--- src/rtl/echo_pkg.sv ---
package echo_pkg;

    // Tick count range: 9999 m * 10 = 99990 ticks of 10 cm each.
    localparam int NCNT_W = 17;

    typedef enum logic [1:0] {
        ST_IDLE  = 2'd0,
        ST_DELAY = 2'd1,
        ST_PULSE = 2'd2
    } seq_state_e;

    typedef struct packed {
        logic [NCNT_W-1:0] ticks;     // delay ticks per pulse
        logic [3:0]        width_ms;  // pulse width, milliseconds
        logic [3:0]        repeats;   // pulses per trigger
    } echo_cfg_t;

    // Depth digits to 10 cm ticks. Centimetre mode drops the units digit,
    // which is exactly a truncating divide by ten.
    function automatic logic [NCNT_W-1:0] depth_to_ticks(
        input logic [15:0] bcd,
        input logic        metres
    );
        logic [NCNT_W-1:0] upper;
        logic [NCNT_W-1:0] whole;
        upper = NCNT_W'(bcd[15:12]) * NCNT_W'(100)
              + NCNT_W'(bcd[11:8])  * NCNT_W'(10)
              + NCNT_W'(bcd[7:4]);
        whole = upper * NCNT_W'(10) + NCNT_W'(bcd[3:0]);
        return metres ? whole * NCNT_W'(10) : upper;
    endfunction

endpackage

--- src/rtl/echo_trig_edge.sv ---
module echo_trig_edge #(
    parameter int SYNC_STAGES = 2
) (
    input  logic clk,
    input  logic rst,
    input  logic trig_n,
    output logic fall
);
    // SYNC_STAGES flops synchronize, one more holds the previous value.
    logic [SYNC_STAGES:0] shreg;

    always_ff @(posedge clk) begin
        if (rst) shreg <= '1;
        else     shreg <= {shreg[SYNC_STAGES-1:0], trig_n};
    end

    assign fall = shreg[SYNC_STAGES] & ~shreg[SYNC_STAGES-1];
endmodule

--- src/rtl/echo_timebase.sv ---
module echo_timebase #(
    parameter int CLK_PER_US = 12,
    parameter int DELAY_US   = 133,
    parameter int WIDTH_US   = 100
) (
    input  logic clk,
    input  logic rst,
    input  logic run,        // low clears prescaler and step counter
    input  logic sel_width,  // 1: width step, 0: delay step
    output logic tick
);
    localparam int MAX_US = (DELAY_US > WIDTH_US) ? DELAY_US : WIDTH_US;
    localparam int US_W   = $clog2(MAX_US + 1);

    logic us_pulse;

    generate
        if (CLK_PER_US == 1) begin : g_no_pre
            assign us_pulse = run;
        end else begin : g_pre
            localparam int PRE_W = $clog2(CLK_PER_US);
            logic [PRE_W-1:0] pre_cnt;
            always_ff @(posedge clk) begin
                if (rst || !run)                            pre_cnt <= '0;
                else if (pre_cnt == PRE_W'(CLK_PER_US - 1)) pre_cnt <= '0;
                else                                        pre_cnt <= pre_cnt + 1'b1;
            end
            assign us_pulse = run && (pre_cnt == PRE_W'(CLK_PER_US - 1));
        end
    endgenerate

    logic [US_W-1:0] us_cnt;
    logic [US_W-1:0] us_last;

    assign us_last = sel_width ? US_W'(WIDTH_US - 1) : US_W'(DELAY_US - 1);

    always_ff @(posedge clk) begin
        if (rst || !run)       us_cnt <= '0;
        else if (us_pulse) begin
            if (us_cnt == us_last) us_cnt <= '0;
            else                   us_cnt <= us_cnt + 1'b1;
        end
    end

    assign tick = us_pulse && (us_cnt == us_last);
endmodule

--- src/rtl/echo_seq.sv ---
module echo_seq
    import echo_pkg::*;
#(
    parameter int WTICKS_PER_MS = 10
) (
    input  logic      clk,
    input  logic      rst,
    input  logic      fire,
    input  echo_cfg_t cfg_in,
    input  logic      tick,
    output logic      echo,
    output logic      busy,
    output echo_cfg_t cfg_o,
    output logic [3:0] rep_o
);
    localparam int WLIM_W = $clog2(9 * WTICKS_PER_MS + 1);

    seq_state_e        state;
    echo_cfg_t         cfg_q;
    logic [NCNT_W-1:0] ph_cnt;
    logic [3:0]        rep_q;
    logic [WLIM_W-1:0] wlim;
    logic              cfg_ok;
    logic              delay_done;
    logic              width_done;

    assign cfg_ok = (cfg_in.ticks != '0) && (cfg_in.width_ms != '0)
                 && (cfg_in.repeats != '0);

    assign wlim       = WLIM_W'(cfg_q.width_ms) * WLIM_W'(WTICKS_PER_MS);
    assign delay_done = tick && (ph_cnt == cfg_q.ticks - 1'b1);
    assign width_done = tick && (ph_cnt == NCNT_W'(wlim) - 1'b1);

    always_ff @(posedge clk) begin
        if (rst) begin
            state  <= ST_IDLE;
            cfg_q  <= '0;
            ph_cnt <= '0;
            rep_q  <= '0;
        end else begin
            case (state)
                ST_IDLE: begin
                    if (fire && cfg_ok) begin
                        cfg_q  <= cfg_in;
                        ph_cnt <= '0;
                        rep_q  <= '0;
                        state  <= ST_DELAY;
                    end
                end
                ST_DELAY: begin
                    if (delay_done) begin
                        ph_cnt <= '0;
                        state  <= ST_PULSE;
                    end else if (tick) begin
                        ph_cnt <= ph_cnt + 1'b1;
                    end
                end
                ST_PULSE: begin
                    if (width_done) begin
                        ph_cnt <= '0;
                        if (rep_q == cfg_q.repeats - 1'b1) begin
                            rep_q <= '0;
                            state <= ST_IDLE;
                        end else begin
                            rep_q <= rep_q + 1'b1;
                            state <= ST_DELAY;
                        end
                    end else if (tick) begin
                        ph_cnt <= ph_cnt + 1'b1;
                    end
                end
                default: state <= ST_IDLE;
            endcase
        end
    end

    assign echo  = (state == ST_PULSE);
    assign busy  = (state != ST_IDLE);
    assign cfg_o = cfg_q;
    assign rep_o = rep_q;
endmodule

--- src/rtl/echo_sim_top.sv ---
module echo_sim_top
    import echo_pkg::*;
#(
    parameter int CLK_PER_US    = 12,
    parameter int DELAY_US      = 133,
    parameter int WIDTH_US      = 100,
    parameter int WTICKS_PER_MS = 10,
    parameter int SYNC_STAGES   = 2
) (
    input  logic        clk,
    input  logic        rst,
    input  logic        trig_n,
    input  logic        unit_m,
    input  logic [15:0] depth_bcd,
    input  logic [3:0]  width_bcd,
    input  logic [3:0]  repeat_bcd,
    output logic        echo,
    output logic        busy
);
    logic      fall;
    logic      tick;
    echo_cfg_t cfg_in;
    echo_cfg_t cfg_q;
    logic [3:0] rep_q;

    assign cfg_in.ticks    = depth_to_ticks(depth_bcd, unit_m);
    assign cfg_in.width_ms = width_bcd;
    assign cfg_in.repeats  = repeat_bcd;

    echo_trig_edge #(.SYNC_STAGES(SYNC_STAGES)) u_edge (
        .clk    (clk),
        .rst    (rst),
        .trig_n (trig_n),
        .fall   (fall)
    );

    echo_timebase #(
        .CLK_PER_US (CLK_PER_US),
        .DELAY_US   (DELAY_US),
        .WIDTH_US   (WIDTH_US)
    ) u_tb (
        .clk       (clk),
        .rst       (rst),
        .run       (busy),
        .sel_width (echo),
        .tick      (tick)
    );

    echo_seq #(.WTICKS_PER_MS(WTICKS_PER_MS)) u_seq (
        .clk    (clk),
        .rst    (rst),
        .fire   (fall),
        .cfg_in (cfg_in),
        .tick   (tick),
        .echo   (echo),
        .busy   (busy),
        .cfg_o  (cfg_q),
        .rep_o  (rep_q)
    );
endmodule

--- config.mk ---
export PLATFORM = sky130hd
export DESIGN_NAME = echo_sim_top
export DESIGN_NICKNAME = d
export VERILOG_FILES = /design/src/rtl/echo_pkg.sv /design/src/rtl/echo_trig_edge.sv /design/src/rtl/echo_timebase.sv /design/src/rtl/echo_seq.sv /design/src/rtl/echo_sim_top.sv
export SDC_FILE = /design/constraint.sdc
export NUM_CORES = 1
export LEC_CHECK = 0
export ABC_AREA = 1
export BUFFER_PORTS_ARGS = -buffer_cell sky130_fd_sc_hd__buf_2
export CAP_MARGIN = 10
export CELL_PAD_IN_SITES_DETAIL_PLACEMENT = 1
export CELL_PAD_IN_SITES_GLOBAL_PLACEMENT = 1
export CORE_MARGIN = 2
export CORE_UTILIZATION = 50
export CTS_BUF_LIST = sky130_fd_sc_hd__clkbuf_2
export DETAILED_ROUTE_END_ITERATION = 7
export PLACE_DENSITY_LB_ADDON = 0.08
export SLEW_MARGIN = 20
export SYNTH_ARGS = -nofsm -noshare
export SYNTH_HDL_FRONTEND = slang
export SYNTH_HIERARCHICAL = 1
export SYNTH_SLANG_ARGS = --single-unit
--- constraint.sdc ---
create_clock -name clk -period 16.6 [get_ports clk]
set_input_delay 3.32 -clock clk [delete_from_list [all_inputs] [get_ports clk]]
set_output_delay 3.32 -clock clk [all_outputs]
set_load 0.1 [all_outputs]
Yosys cells after proc, flatten, opt, wreduce, memory -nomap -nowiden
Cells that the tools add are included.

word-level totals
  register bits after elaboration = 63
  input port bits = 28
  output and inout bits = 2
  logic and storage cells = 74

operators by class
  add/sub/neg operators = 10
  multipliers = 5
  eq/ne operators = 10
  multiplexer cells = 17
  bitwise operators = 2
  reduce and logical (&&, ||, !) cells = 21

operators by type and width
  operator               count
  $mux 17                5
  $pmux 17 s3            1
  $eq 17x17->1           2
  $add 17x1->17 const B  1
  $add 17x4->17          1
  $mul 17x3->16 const B  1
  $reduce_bool 17->1     1
  $sub 17x1->17 const B  1
  $mul 13x3->16 const B  1
  $mux 8                 2
  $add 12x4->13          1
  $add 11x8->12          1
  $mux 4                 3
  $mul 4x5->9 const B    1
  $add 4x1->4 const B    2
  $add 8x1->8 const B    1
  $eq 8x8->1             1
  $pmux 4 s2             1
  $reduce_bool 4->1      2
  $sub 7x1->8 const B    1
  $logic_and 1x1->1      7
  $mul 4x3->7 const B    1
  $mul 4x3->6 const B    1
  $mux 2                 3
  other kinds (18)       23

Depth between registers and ports, before layout
  word-level depth = 13
  mapped depth = 47
  mapped depth without buffers = 46

Modules after synthesis
Netlist, hierarchy kept.

by module, submodules not included
  module          times used  cells each  area an instance (µm²)  sequential area each (µm²)
  echo_seq        1           541         3508.4                  960.9
  echo_sim_top    1           424         2667.6                  0.0
  echo_timebase   1           86          639.4                   240.2
  echo_trig_edge  1           12          93.8                    60.1

Least setup slack after synthesis
OpenSTA, ideal clock, no wires.

  path type = input-to-reg
  from = input depth_bcd[9]
  to = register, netlist name u_seq/cfg_o[10]
  setup time = 0.128 ns
  arrival time = 9.484 ns
  data required time = 16.472 ns
  path slack = 6.987 ns
  stages on the path = 42
  path buffers = 2
  cells stage by stage = ha_1 ha_1 fa_1 ha_1 ha_1 a21oi_1 nand2_1 nand2_1 nand2_1 a21oi_1 nor2_1 o21ai_0 xor2_1 ha_1 ha_1 nand2_1 inv_1 a21oi_1 (+6 left out) ha_1 nand2_1 nor3_1 nand3_1 o2111ai_1 nand2_1 inv_1 o21ai_0 nand2_1 nand3_1 nand2_1 nor2_1 nor4_1 nand4_1 nand3_1 clkbuf_1 clkbuf_1 a21oi_1

RTL lines
  what                line                text
  start: declaration  echo_sim_top.sv:14  input logic [15:0] depth_bcd,

==> results.sh <==
export IMPL_nFillCells=1923
export IMPL_finalCritPeriodShare_pct=64.0
export IMPL_worstSkewPairLatency_ns=0.53
export IMPL_nets=1203
export IMPL_gp_congestion=0.888
export IMPL_htree_levels=3
export IMPL_cp_slowest_cell="nand3_1"
export IMPL_grt_max_degree=34
export IMPL_start_kind="input pin"
export IMPL_synth_seq_cells=63
export IMPL_crit_path_frequent_cell="nand2_1"
export IMPL_start_util_pct=51.8
export IMPL_cts_tree="built"
export IMPL_arrival_ns=11.09
export IMPL_wire_per_inst_microns=15.3
export IMPL_ctsResizeCount=0
export IMPL_layout_drive_gt1_share_pct=10.2
export IMPL_slew_headroom_pct=51.3
export IMPL_track_usage_pct=27.0
export IMPL_cts_root_buf="clkbuf_2"
export IMPL_drtIter0Drc=210
export IMPL_num_vias=6709
export IMPL_ant_nets=0
export IMPL_maxCapViolCount=0
export IMPL_setup_violations=0
export IMPL_worstSetupEndpointType="flip-flop"
export IMPL_cts_sinks=63
export IMPL_crit_type="input pin to flip-flop"
export IMPL_synth_top_cells_by_area="dfxtp_1 18%, nand2_1 15%, ha_1 15%"
export IMPL_synth_seq_area_share_pct=18.3
export IMPL_syn_to_final_growth_pct=5.99
export IMPL_ys_top_cells_by_count="277 x nand2_1, 147 x inv_1, 88 x nor2_1"
export IMPL_drc_errors=0
export IMPL_cpPeakStageDelay_ns=0.50
export IMPL_tns_ns=0
export IMPL_syn_area_per_cell_sq_um=6.50
export IMPL_fin_crit_ns=10.62
export IMPL_synth_area_sq_um=6910
export IMPL_core_area_sq_um=13300
export IMPL_layout_setup_ws_ns=5.98
export IMPL_grt_pass1_wl_microns=32000
export IMPL_post_cts_buffers=0
export IMPL_die_y_microns=122
export IMPL_synth_warnings=6
export IMPL_drt_first_pass_iters=4
export IMPL_cts_buffers=9
export IMPL_clk_pin_slew_ns=0.21
export IMPL_rsz0062_at_grt="false"
export IMPL_slew_viol_final=0
export IMPL_io_pins=30
export IMPL_clock_path_buffers=2
export IMPL_required_ns=17.08
export IMPL_hpwl_microns=16100
export IMPL_antenna_found_initial=1
export IMPL_max_clock_freq_mhz=94.2
export IMPL_ys_async_sr_fraction_pct=0
export IMPL_hold_path_class="flip-flop to flip-flop"
export IMPL_hold_buffers=0
export IMPL_vias_per_cell=5.30
export IMPL_tightest_slew_ns=0.729
export IMPL_ys_flop_type="dfxtp_1"
export IMPL_final_hold_viol_count=0
export IMPL_yosysMostFrequentCell="nand2_1"
export IMPL_globalRouteOverflowTotal=0
export IMPL_port_buffers=29
export IMPL_synth_top_area_share_pct=18.3
export IMPL_reg2reg_setup_slack_ns=13.36
export IMPL_outcome="complete, no violations"
export IMPL_cp_max_fo=21
export IMPL_synth_nets=1182
export IMPL_num_rows=42
export IMPL_skew_ns=0.0273
export IMPL_yosys_area_top_type="dfxtp_1"
export IMPL_synth_edff_count=0
export IMPL_netlist_instances=1063
export IMPL_grt_pass1_vias=6833
export IMPL_pre_cts_slack_ns=5.26
export IMPL_die_x_microns=122
export IMPL_synth_cell_types=41
export IMPL_dieArea_sq_um=14800
export IMPL_finalWirelength_microns=19400
==> sequential cells by signal (all words and copies together), names as in the netlist <==
| signal | cells |
|---|---|
| u_edge/shreg | 3 |
| u_seq/cfg_o | 25 |
| u_seq/ph_cnt | 17 |
| u_seq/rep_o | 4 |
| u_seq/state | 2 |
| u_tb/g_pre.pre_cnt | 4 |
| u_tb/us_cnt | 8 |
==> worst paths after layout <==
path | depth (start not counted) | startpoint | end
setup / recovery | 45 | depth_bcd[9] | u_seq/rep_o[1]$_SDFFE_PP0P_
hold / removal | 2 | u_edge/shreg[0]$_SDFF_PP1_ | u_edge/shreg[1]$_SDFF_PP1_
setup reg to reg | 17 | u_seq/state[0]$_SDFFE_PP0P_ | u_seq/ph_cnt[12]$_SDFFE_PP0P_
hold reg to reg | 2 | u_edge/shreg[0]$_SDFF_PP1_ | u_edge/shreg[1]$_SDFF_PP1_
==> worst max-delay path: cells and delay by family <==
kind / cells / cell delay [ns]
buf+inv: 4 / 0.57
simple gates: 23 / 2.83
fa+ha+maj: 8 / 2.59
xor+xnor: 2 / 0.47
compound gates: 8 / 1.32
==> placed cells by master, fill, tap and decap left out, drive strengths merged <==
| cell type | count |
|---|---|
| a211oi | 1 |
| a21o | 1 |
| a21oi | 75 |
| a31oi | 1 |
| and2 | 2 |
| buf | 31 |
| bufinv | 2 |
| clkbuf | 10 |
| clkinv | 4 |
| clkinvlp | 1 |
| dfxtp | 63 |
| diode | 1 |
| fa | 9 |
| ha | 82 |
| inv | 152 |
| nand2 | 292 |
| nand3 | 82 |
| nand3b | 9 |
| nand4 | 20 |
| nor2 | 110 |
| nor3 | 17 |
| nor3b | 1 |
| nor4 | 6 |
| o2111ai | 1 |
| o21ai | 47 |
| o21bai | 5 |
| o22ai | 2 |
| or2 | 4 |
| xnor2 | 25 |
| xor2 | 34 |
==> through the flow <==
| stage | instances | utilization [%] | hold WS, ns | cell area (sq um) |
|---|---|---|---|---|
| 6_report | 1266 | 54.9 | 0.445 | 7320 |
| 2_1_floorplan | 1063 | - | 0.387 | 6910 |
| 3_3_place_gp | 1249 | 53.8 | 0.395 | 7180 |
| 5_1_grt | 1266 | 54.9 | 0.453 | 7320 |
| 3_5_place_dp | 1249 | 53.8 | 0.425 | 7180 |
| 4_1_cts | 1265 | 54.8 | 0.448 | 7320 |
==> layout make-up <==
cell class              instances  area (sq um)  share of cell area (%)
multi-input cells             826          4970                    67.9
flip-flops and latches         63          1260                    17.2
inverters                     153           574                    7.84
well taps                     176           220                    3.01
repair buffers                 31           160                    2.19
clock inverters                 6          85.1                    1.16
clock buffers                  10          50.0                   0.683
diodes                          1          2.50                  0.0342
==> cells by family after synthesis <==
logic type | count (synthesis) | share of synthesized area (%)
adders and majority gates | 91 | 17.5
AOI/OAI and AO/OA | 133 | 10.2
DFF | 63 | 18.3
and+or+nand+nor | 543 | 36.6
xor gates and xnor gates | 59 | 7.70
buffers and inverters | 174 | 9.85
==> layer usage <==
layer,global-route usage [%],up-vias,part of all wire (%)
met1,32.3,3158,45
met4,7.69,0,1.8
met5,0,-,0
li1,-,3466,-
met3,2.43,24,1.6
met2,51.1,61,52
Power is left out: the tool's default activity adds up to more than one toggle a clock period on the data nets, which glitch-free logic cannot reach.
